<file path="src/rtl/sp_slew_pkg.sv">
package sp_slew_pkg;

   typedef enum logic [2:0] {
      ST_IDLE,
      ST_SOFT,
      ST_HOLD,
      ST_RISE,
      ST_FALL
   } sp_state_t;

   function automatic logic is_ramping(input sp_state_t s);
      return (s == ST_SOFT) || (s == ST_RISE);
   endfunction

endpackage

</file>
<file path="src/rtl/sp_target_sel.sv">
module sp_target_sel #(
   parameter int CODE_W   = 7,
   parameter int MIN_CODE = 64,
   parameter bit CLAMP_EN = 1'b1
) (
   input  logic              bank_sel,
   input  logic [CODE_W-1:0] bank0_code,
   input  logic [CODE_W-1:0] bank1_code,
   output logic [CODE_W-1:0] tgt_code
);
   localparam logic [CODE_W-1:0] FLOOR = CODE_W'(MIN_CODE);

   logic [CODE_W-1:0] raw_code;

   assign raw_code = bank_sel ? bank1_code : bank0_code;

   generate
      if (CLAMP_EN) begin : g_clamp
         assign tgt_code = (raw_code < FLOOR) ? FLOOR : raw_code;
      end else begin : g_pass
         assign tgt_code = raw_code;
      end
   endgenerate

endmodule

</file>
<file path="src/rtl/sp_step_timer.sv">
module sp_step_timer #(
   parameter int BASE_DIV = 4,
   parameter int SLEW_W   = 3
) (
   input  logic              clk,
   input  logic              rst_n,
   input  logic              run,
   input  logic              fast,
   input  logic [SLEW_W-1:0] slew_sel,
   output logic              step_tick
);
   localparam int MAX_SHIFT = (1 << SLEW_W) - 1;
   localparam int MAX_LIM   = BASE_DIV << MAX_SHIFT;
   localparam int CNT_W     = $clog2(MAX_LIM + 1);

   logic [CNT_W-1:0] cnt_q;
   logic [CNT_W-1:0] lim;
   logic [SLEW_W-1:0] shift_amt;

   assign shift_amt = fast ? '0 : slew_sel;
   assign lim       = CNT_W'(BASE_DIV) << shift_amt;
   assign step_tick = run && (cnt_q >= (lim - CNT_W'(1)));

   always_ff @(posedge clk or negedge rst_n) begin
      if (!rst_n) begin
         cnt_q <= '0;
      end else if (!run || step_tick) begin
         cnt_q <= '0;
      end else begin
         cnt_q <= cnt_q + CNT_W'(1);
      end
   end

endmodule

</file>
<file path="src/rtl/sp_code_seq.sv">
module sp_code_seq
   import sp_slew_pkg::*;
#(
   parameter int CODE_W   = 7,
   parameter int MIN_CODE = 64
) (
   input  logic              clk,
   input  logic              rst_n,
   input  logic              run_req,
   input  logic [CODE_W-1:0] tgt_code,
   input  logic              step_tick,
   input  logic              vout_low,
   output sp_state_t         state,
   output logic [CODE_W-1:0] code
);
   localparam logic [CODE_W-1:0] FLOOR = CODE_W'(MIN_CODE);

   sp_state_t         st_q, st_d;
   logic [CODE_W-1:0] code_q, code_d;
   logic [CODE_W-1:0] code_inc;

   assign code_inc = code_q + CODE_W'(1);

   always_comb begin
      st_d   = st_q;
      code_d = code_q;
      if (!run_req) begin
         st_d   = ST_IDLE;
         code_d = FLOOR;
      end else if (st_q == ST_IDLE) begin
         st_d   = ST_SOFT;
         code_d = FLOOR;
      end else if (tgt_code < code_q) begin
         st_d   = ST_FALL;
         code_d = tgt_code;
      end else if (tgt_code > code_q) begin
         if (is_ramping(st_q)) begin
            if (step_tick) begin
               code_d = code_inc;
               if (code_inc == tgt_code) begin
                  st_d = ST_HOLD;
               end
            end
         end else begin
            st_d = ST_RISE;
         end
      end else begin
         if (st_q == ST_FALL) begin
            if (vout_low) begin
               st_d = ST_HOLD;
            end
         end else begin
            st_d = ST_HOLD;
         end
      end
   end

   always_ff @(posedge clk or negedge rst_n) begin
      if (!rst_n) begin
         st_q   <= ST_IDLE;
         code_q <= FLOOR;
      end else begin
         st_q   <= st_d;
         code_q <= code_d;
      end
   end

   assign state = st_q;
   assign code  = code_q;

endmodule

</file>
<file path="src/rtl/sp_slew_ctrl.sv">
module sp_slew_ctrl
   import sp_slew_pkg::*;
#(
   parameter int CODE_W   = 7,
   parameter int MIN_CODE = 64,
   parameter int BASE_DIV = 4,
   parameter int SLEW_W   = 3
) (
   input  logic              clk,
   input  logic              rst_n,
   input  logic              run_req,
   input  logic              bank_sel,
   input  logic [CODE_W-1:0] bank0_code,
   input  logic [CODE_W-1:0] bank1_code,
   input  logic [SLEW_W-1:0] slew_sel,
   input  logic              vout_low,
   output logic [CODE_W-1:0] dac_code,
   output logic              rise_busy,
   output logic              fall_busy,
   output logic              sw_inhibit,
   output logic              ss_active
);
   generate
      if (MIN_CODE < 0 || MIN_CODE >= (1 << CODE_W)) begin : g_bad_min
         $error("MIN_CODE does not fit in CODE_W bits");
      end
      if (BASE_DIV < 1) begin : g_bad_div
         $error("BASE_DIV must be at least 1");
      end
      if (SLEW_W < 1 || SLEW_W > 4) begin : g_bad_slew
         $error("SLEW_W must be between 1 and 4");
      end
   endgenerate

   logic [CODE_W-1:0] tgt_code;
   logic              step_tick;
   sp_state_t         state;

   sp_target_sel #(
      .CODE_W   (CODE_W),
      .MIN_CODE (MIN_CODE),
      .CLAMP_EN (1'b1)
   ) tsel_i (
      .bank_sel   (bank_sel),
      .bank0_code (bank0_code),
      .bank1_code (bank1_code),
      .tgt_code   (tgt_code)
   );

   sp_step_timer #(
      .BASE_DIV (BASE_DIV),
      .SLEW_W   (SLEW_W)
   ) tmr_i (
      .clk       (clk),
      .rst_n     (rst_n),
      .run       (is_ramping(state)),
      .fast      (state == ST_SOFT),
      .slew_sel  (slew_sel),
      .step_tick (step_tick)
   );

   sp_code_seq #(
      .CODE_W   (CODE_W),
      .MIN_CODE (MIN_CODE)
   ) seq_i (
      .clk       (clk),
      .rst_n     (rst_n),
      .run_req   (run_req),
      .tgt_code  (tgt_code),
      .step_tick (step_tick),
      .vout_low  (vout_low),
      .state     (state),
      .code      (dac_code)
   );

   assign ss_active  = (state == ST_SOFT);
   assign rise_busy  = is_ramping(state);
   assign fall_busy  = (state == ST_SOFT) || (state == ST_FALL);
   assign sw_inhibit = (state == ST_FALL);

endmodule

</file>
<file path="config.mk">
export PLATFORM = sky130hd
export DESIGN_NAME = sp_slew_ctrl
export DESIGN_NICKNAME = d
export VERILOG_FILES = /design/src/rtl/sp_slew_pkg.sv /design/src/rtl/sp_target_sel.sv /design/src/rtl/sp_step_timer.sv /design/src/rtl/sp_code_seq.sv /design/src/rtl/sp_slew_ctrl.sv
export SDC_FILE = /design/constraint.sdc
export NUM_CORES = 1
export LEC_CHECK = 0
export BUFFER_PORTS_ARGS = -buffer_cell sky130_fd_sc_hd__buf_4
export CORE_ASPECT_RATIO = 0.6
export CORE_MARGIN = 10
export CORE_UTILIZATION = 43
export DETAILED_ROUTE_END_ITERATION = 10
export GPL_TIMING_DRIVEN = 0
export PLACE_DENSITY = 0.62
export SLEW_MARGIN = 25
export SYNTH_ARGS = -nofsm -noshare
export SYNTH_HDL_FRONTEND = slang
export SYNTH_SLANG_ARGS = --single-unit
</file>
<file path="constraint.sdc">
create_clock -name clk -period 9.15 [get_ports clk]
set_clock_uncertainty 0.15 [all_clocks]
set_input_delay 0.4575 -clock clk [delete_from_list [all_inputs] [get_ports clk]]
set_output_delay 0.4575 -clock clk [all_outputs]
set_load 0.005 [all_outputs]
</file>
==> impl_metrics.env, run 1 <==
export IMPL_finalInstanceArea_mm2=0.002041
export IMPL_critPathRequiredTime_ns=9.18
export IMPL_postSynthAreaPerCell_um2=8.480
export IMPL_ys_seq_elements=20
export IMPL_drt_iter0_markers=75
export IMPL_tns_ns=0
export IMPL_post_cts_resized=0
export IMPL_grt_max_degree=21
export IMPL_grt_first_pass_wirelength_mm=6.831
export IMPL_path_common_cell="nor2_1"
export IMPL_dpl_instance_area_mm2=0.001976
export IMPL_clk_latency_ns=0.26
export IMPL_critPathLaunchType="flip-flop"
export IMPL_dp_cells=276
export IMPL_hold_path_class="flip-flop to flip-flop"
export IMPL_r2r_setup_slack_ns=5.62
export IMPL_worst_path_buf_inv=1
export IMPL_hp_start="tmr_i.cnt_q[0]"
export IMPL_nFillCells=353
export IMPL_ir_drop_mv=0.08203
export IMPL_cts_made_buffers=3
export IMPL_syn_inst=198
export IMPL_wirelength_mm=4.041
export IMPL_grt_pass1_vias=1360
export IMPL_post_cts_buffers=0
export IMPL_status="finished, final reports clean"
export IMPL_h_tree_depth=1
export IMPL_final_common_cell="buf_4"
export IMPL_setup_viol=0
export IMPL_cts_root_buf="clkbuf_8"
export IMPL_grt_overflow=0
export IMPL_core_area_mm2=0.003722
export IMPL_crit_type="flip-flop to flip-flop"
export IMPL_crit_slowest_cell="dfrtp_1"
export IMPL_dieArea_mm2=0.006887
export IMPL_firstDrtPassIters=4
export IMPL_fin_total_pwr_mw=0.3319
export IMPL_max_stage_delay_ns=0.42
export IMPL_ant_nets=0
export IMPL_relSlewSlack=0.5160
export IMPL_via_per_inst=5.060
export IMPL_hold_buffers=1
export IMPL_synthDominantCellAreaShare=0.2832
export IMPL_die_h_um=68.41
export IMPL_rows=17
export IMPL_combinationalPowerShare=0.457
export IMPL_port_buffers=31
export IMPL_end_kind="flip-flop"
export IMPL_syn_cell_area_mm2=0.001679
export IMPL_async_flop_share=1.000
export IMPL_place_gp_congestion=0.8573
export IMPL_cts_sinks=20
export IMPL_drive_gt1_frac=0.2094
export IMPL_maxCapViolations=0
export IMPL_cp_arrival_ns=3.56
export IMPL_synth_warnings=0
export IMPL_pwr_share_seq=0.343
export IMPL_clockPowerShare=0.200
export IMPL_reg2reg_to="tmr_i.cnt_q[3]"
export IMPL_areaGrowthSynthToFinish_pct=21.54
export IMPL_final_cells=281
export IMPL_crit_path_max_fanout=10
export IMPL_die_w_um=100.7
export IMPL_grt_setup_unrepaired="no"
export IMPL_p_int_mw=0.2040
export IMPL_synthTopCellsByArea="dfrtp_1 28%, ha_1 13%, xnor2_1 6.8%"
export IMPL_post_route_period_util=0.3862
export IMPL_antennaDiodeCount=0
export IMPL_gr_usage_all_layers=0.1227
export IMPL_vias=1422
export IMPL_synth_top_cell_by_area="dfrtp_1"
export IMPL_crit_chain="nor2_1 > nand2_1 > inv_1 > nor2_1 > ha_1 > nor3_1 > a21o_1 > a32oi_1 > ha_1 > a21oi_1 > nand2_1 > a21oi_1 > nand3_1 > nor2_1"
export IMPL_path_clk_slew_ns=0.08
export IMPL_timing_final_ws_setup_ns=5.617
export IMPL_sw_frac_of_total=0.3854
export IMPL_place_hpwl_mm=3.368
export IMPL_holdPathStages=1
export IMPL_period_minus_slack_ns=3.533
export IMPL_drcViolationCount=0
export IMPL_synth_edf_count=0
export IMPL_cts_max_path_buffers=2
export IMPL_initial_core_util=0.4511
export IMPL_most_common_layout_cells="31 x buf_4, 25 x nor2_1, 20 x nand3_1"
export IMPL_synth_nets=237
export IMPL_slew_violations=0
export IMPL_ff2ff_path_depth=14
export IMPL_ys_flop_type="dfrtp_1"
export IMPL_post_route_util=0.5482
export IMPL_p_sw_mw=0.1279
export IMPL_num_nets_final=274
export IMPL_crit_reg2reg_launch="seq_i.state[2]"
export IMPL_grt_antenna_before_repair=0
export IMPL_hold_violations=0
export IMPL_ys_seq_area_frac=0.2988
export IMPL_whs_ns=0.3345
export IMPL_min_to="tmr_i.cnt_q[0]"
export IMPL_dp_slack_ns=5.600
export IMPL_fmax_mhz=283.0
export IMPL_cp_top_family="simple AND/OR/NAND/NOR gates"
export IMPL_synth_cell_types=42
export IMPL_tritoncts="yes"
export IMPL_p_leak_nw=0.9372
export IMPL_wl_per_cell_um=14.38
export IMPL_io_pins=33
export IMPL_tightest_slew_ns=0.7216
export IMPL_p_per_area_mw_per_mm2=162.6
## synth_stat cells, types with 2 or more instances
master,number
nor2_1,25
nand3_1,20
dfrtp_1,19
ha_1,17
nand2_1,15
xnor2_1,13
inv_1,11
a21oi_1,9
xor2_1,7
mux2i_1,6
a31oi_1,5
o22ai_1,5
nand2b_1,4
nor2b_1,4
a211oi_1,3
o21ai_2,3
and2b_2,2
and3_1,2
nand4_1,2
nor3_1,2
o21ai_0,2
o21ai_1,2
## worst max path at each step
stage / to / depth (start not counted) / startpoint
after floorplan: seq_i.code[0] / 15 / seq_i.state[2]
after global placement: tmr_i.cnt_q[9] / 14 / seq_i.state[2]
after detailed placement: tmr_i.cnt_q[2] / 14 / seq_i.state[2]
after CTS: tmr_i.cnt_q[2] / 14 / seq_i.state[2]
after global routing: tmr_i.cnt_q[1] / 14 / seq_i.state[2]
final: tmr_i.cnt_q[3] / 14 / seq_i.state[2]
## cell type report
cell class | instances | area (um2) | area share
sequential | 20 | 501.7 | 0.2459
tap | 47 | 58.81 | 0.02882
timing repair buffer | 32 | 242.7 | 0.1189
inverter | 11 | 41.29 | 0.02023
clock buffer | 4 | 55.05 | 0.02698
multi-input combinational | 164 | 1121 | 0.5494
buffer | 3 | 20.02 | 0.009810
## flip-flops by register name, summed over array words and instances (netlist names)
| register | flops |
|---|---|
| tmr_i.cnt_q | 10 |
| seq_i.state | 3 |
| seq_i.code | 7 |
## layer usage
| metal | vias to the layer above | global-route usage | routed length (um) |
|---|---|---|---|
| met3 | 2 | 0.03216 | 179 |
| met1 | 627 | 0.1924 | 2392 |
| met5 | - | 0 | 0 |
| met2 | 20 | 0.1611 | 1456 |
| li1 | 773 | - | - |
| met4 | 0 | 0.01579 | 12 |
## cell families after synthesis
| family | count (synthesis) | share of synthesized area |
|---|---|---|
| flops | 20 | 0.2988 |
| fa+ha+maj | 17 | 0.1267 |
| simple gates | 84 | 0.2519 |
| other cells | 1 | 0.002233 |
| xor+xnor | 20 | 0.1043 |
| buf+inv | 14 | 0.03651 |
| compound gates | 36 | 0.1438 |
| mux | 6 | 0.03577 |
## worst reg2reg max path: cells and delay by family (launching register included)
family / cells / cell delay [ns]
buffers and inverters: 1 / 0.20
adders and majority gates: 2 / 0.58
DFF: 1 / 0.42
AOI/OAI and AO/OA: 4 / 0.76
and+or+nand+nor: 7 / 1.38
## power groups by stage
stage / Combinational, mW / Sequential [mW] / Clock [mW]
after floorplan: 0.0985 / 0.112 / 0
after global placement: 0.150 / 0.114 / 0
after detailed placement: 0.151 / 0.115 / 0
after CTS: 0.153 / 0.114 / 0.0676
after global routing: 0.175 / 0.116 / 0.0720
final: 0.152 / 0.114 / 0.0664
No activity file was read; power rests on OpenSTA's default activity.
==> inputs of run 2 (changes only) <==
--- a/config.mk
+++ b/config.mk
@@ -11,7 +11,7 @@
 export CORE_UTILIZATION = 43
 export DETAILED_ROUTE_END_ITERATION = 10
 export GPL_TIMING_DRIVEN = 0
-export PLACE_DENSITY = 0.62
+export PLACE_DENSITY = 0.64
 export SLEW_MARGIN = 25
 export SYNTH_ARGS = -nofsm -noshare
 export SYNTH_HDL_FRONTEND = slang
==> constraint.sdc (replaced) <==
create_clock -name clk -period 3.2 [get_ports clk]
set_clock_uncertainty 0.15 [all_clocks]
set_input_delay 0.16 -clock clk [delete_from_list [all_inputs] [get_ports clk]]
set_output_delay 0.16 -clock clk [all_outputs]
set_load 0.005 [all_outputs]
==> run 2 against run 1 <==
  * Cell count up 1.4%
  * Cell area up 4.2%
  * Sequential cell count unchanged
  * Sequential power rose to 2.9 times the previous value
  * Fmax up 16%
  * Clock-buffer cell count down 1
  * Critical endpoint is now seq_i.code[1]
  * Highest routed layer unchanged
==> impl_metrics.env, run 2 (same netlist as run 1, synthesis figures left out) <==
export IMPL_status="finished, final reports clean"
export IMPL_end_kind="flip-flop"
export IMPL_critPathRequiredTime_ns=3.23
export IMPL_grt_antenna_before_repair=0
export IMPL_place_hpwl_mm=3.466
export IMPL_timing_final_ws_setup_ns=0.1603
export IMPL_hold_violations=0
export IMPL_firstDrtPassIters=4
export IMPL_cts_sinks=20
export IMPL_crit_path_max_fanout=8
export IMPL_vias=1506
export IMPL_rows=17
export IMPL_gr_usage_all_layers=0.1277
export IMPL_ant_nets=0
export IMPL_antennaDiodeCount=0
export IMPL_period_minus_slack_ns=3.040
export IMPL_grt_overflow=0
export IMPL_fmax_mhz=329.0
export IMPL_cts_made_buffers=3
export IMPL_drive_gt1_frac=0.2563
export IMPL_core_area_mm2=0.003722
export IMPL_relSlewSlack=0.5271
export IMPL_path_common_cell="a21oi_4"
export IMPL_die_h_um=68.41
export IMPL_path_clk_slew_ns=0.08
export IMPL_h_tree_depth=1
export IMPL_whs_ns=0.02281
export IMPL_areaGrowthSynthToFinish_pct=26.68
export IMPL_cts_max_path_buffers=2
export IMPL_crit_type="flip-flop to flip-flop"
export IMPL_dp_slack_ns=-0.1822
export IMPL_worst_path_buf_inv=2
export IMPL_crit_slowest_cell="dfrtp_2"
export IMPL_drt_iter0_markers=79
export IMPL_clk_latency_ns=0.26
export IMPL_p_per_area_mw_per_mm2=493.3
export IMPL_crit_chain="nor2_4 > nand2_4 > inv_2 > nor2_1 > ha_2 > nor3_2 > a21o_1 > a32oi_1 > ha_1 > a21oi_1 > nand2_1 > a21oi_4 > a21oi_4 > buf_4 > mux2i_1 > a211oi_1"
export IMPL_drcViolationCount=0
export IMPL_grt_pass1_vias=1357
export IMPL_post_route_util=0.5714
export IMPL_p_leak_nw=0.9719
export IMPL_wl_per_cell_um=15.14
export IMPL_hold_path_class="input port to flip-flop"
export IMPL_tightest_slew_ns=0.7051
export IMPL_wirelength_mm=4.316
export IMPL_post_route_period_util=0.9499
export IMPL_maxCapViolations=0
export IMPL_nFillCells=349
export IMPL_setup_viol=0
export IMPL_initial_core_util=0.4511
export IMPL_place_gp_congestion=0.8465
export IMPL_largest_register_ffs=10
export IMPL_max_stage_delay_ns=0.44
export IMPL_slew_violations=0
export IMPL_dieArea_mm2=0.006887
export IMPL_cts_root_buf="clkbuf_8"
export IMPL_grt_first_pass_wirelength_mm=7.065
export IMPL_port_buffers=31
export IMPL_critPathLaunchType="flip-flop"
export IMPL_most_common_layout_cells="35 x buf_4, 24 x nor2_1, 19 x nand3_1"
export IMPL_cp_top_family="compound AO/OA/AOI/OAI gates"
export IMPL_tns_ns=0
export IMPL_io_pins=33
export IMPL_die_w_um=100.7
export IMPL_grt_max_degree=21
export IMPL_final_common_cell="buf_4"
export IMPL_tritoncts="yes"
export IMPL_largest_register="tmr_i.cnt_q"
export IMPL_num_nets_final=278
export IMPL_fin_total_pwr_mw=1.049
export IMPL_via_per_inst=5.284
export IMPL_ir_drop_mv=0.2836
export IMPL_cp_arrival_ns=3.07
-- run 2: area by class of cell --
cell class	instances	area [um2]	area share
buffer	3	20.02	0.009412
clock buffer	3	41.29	0.01941
clock inverter	1	30.03	0.01412
inverter	11	41.29	0.01941
multi-input combinational	164	1160	0.5453
sequential	20	503.0	0.2365
tap	47	58.81	0.02765
timing repair buffer	36	272.8	0.1282
-- run 2: power breakdown --
group | total [mW] | leakage [nW] | internal [mW] | switching [mW]
Combinational | 0.458 | 0.667 | 0.202 | 0.255
Sequential | 0.331 | 0.270 | 0.285 | 0.0465
Clock | 0.260 | 0.0357 | 0.167 | 0.0930
Total | 1.05 | 0.972 | 0.654 | 0.395
-- run 2: repair_timing --
item / 4_1_cts / 5_1_grt
endpoints found under the setup margin: 17 / 17
pin swaps: 1 / 5
cloned: 0 / 0
buffers inserted: 2 / 2
gates resized for setup: 5 / 6
endpoints found under the hold margin: 20 / 0
hold buffers: 1 / 0
-- run 2: final timing paths --
| path | from | to | slack (ns) | depth (start not counted) |
|---|---|---|---|---|
| max reg2reg | seq_i.state[2] | seq_i.code[1] | 0.16 | 16 |
| min in group asynchronous | rst_n | tmr_i.cnt_q[2] | 0.16 | 2 |
| max | seq_i.state[2] | seq_i.code[1] | 0.16 | 16 |
| min reg2reg | tmr_i.cnt_q[0] | tmr_i.cnt_q[0] | 0.34 | 1 |
| min | run_req | seq_i.state[0] | 0.02 | 3 |
| max in group asynchronous | rst_n | seq_i.code[6] | 2.46 | 2 |
-- run 2: worst min-delay path, delay by kind of cell --
kind / cells / cell delay, ns
compound gates: 1 / 0.05
buf+inv: 1 / 0.13
simple gates: 1 / 0.06
-- run 2: per-stage QoR --
step / instances / area, um2
2_1_floorplan: 198 / 1679
4_1_cts: 283 / 2083
3_3_place_gp: 276 / 1971
5_1_grt: 285 / 2127
6_report: 285 / 2127
3_5_place_dp: 276 / 1971
-- run 2: layer usage --
metal	share of wire	track usage
met4	0.0051	0.02105
met1	0.56	0.1991
met5	0	0
met3	0.068	0.03719
met2	0.37	0.1643
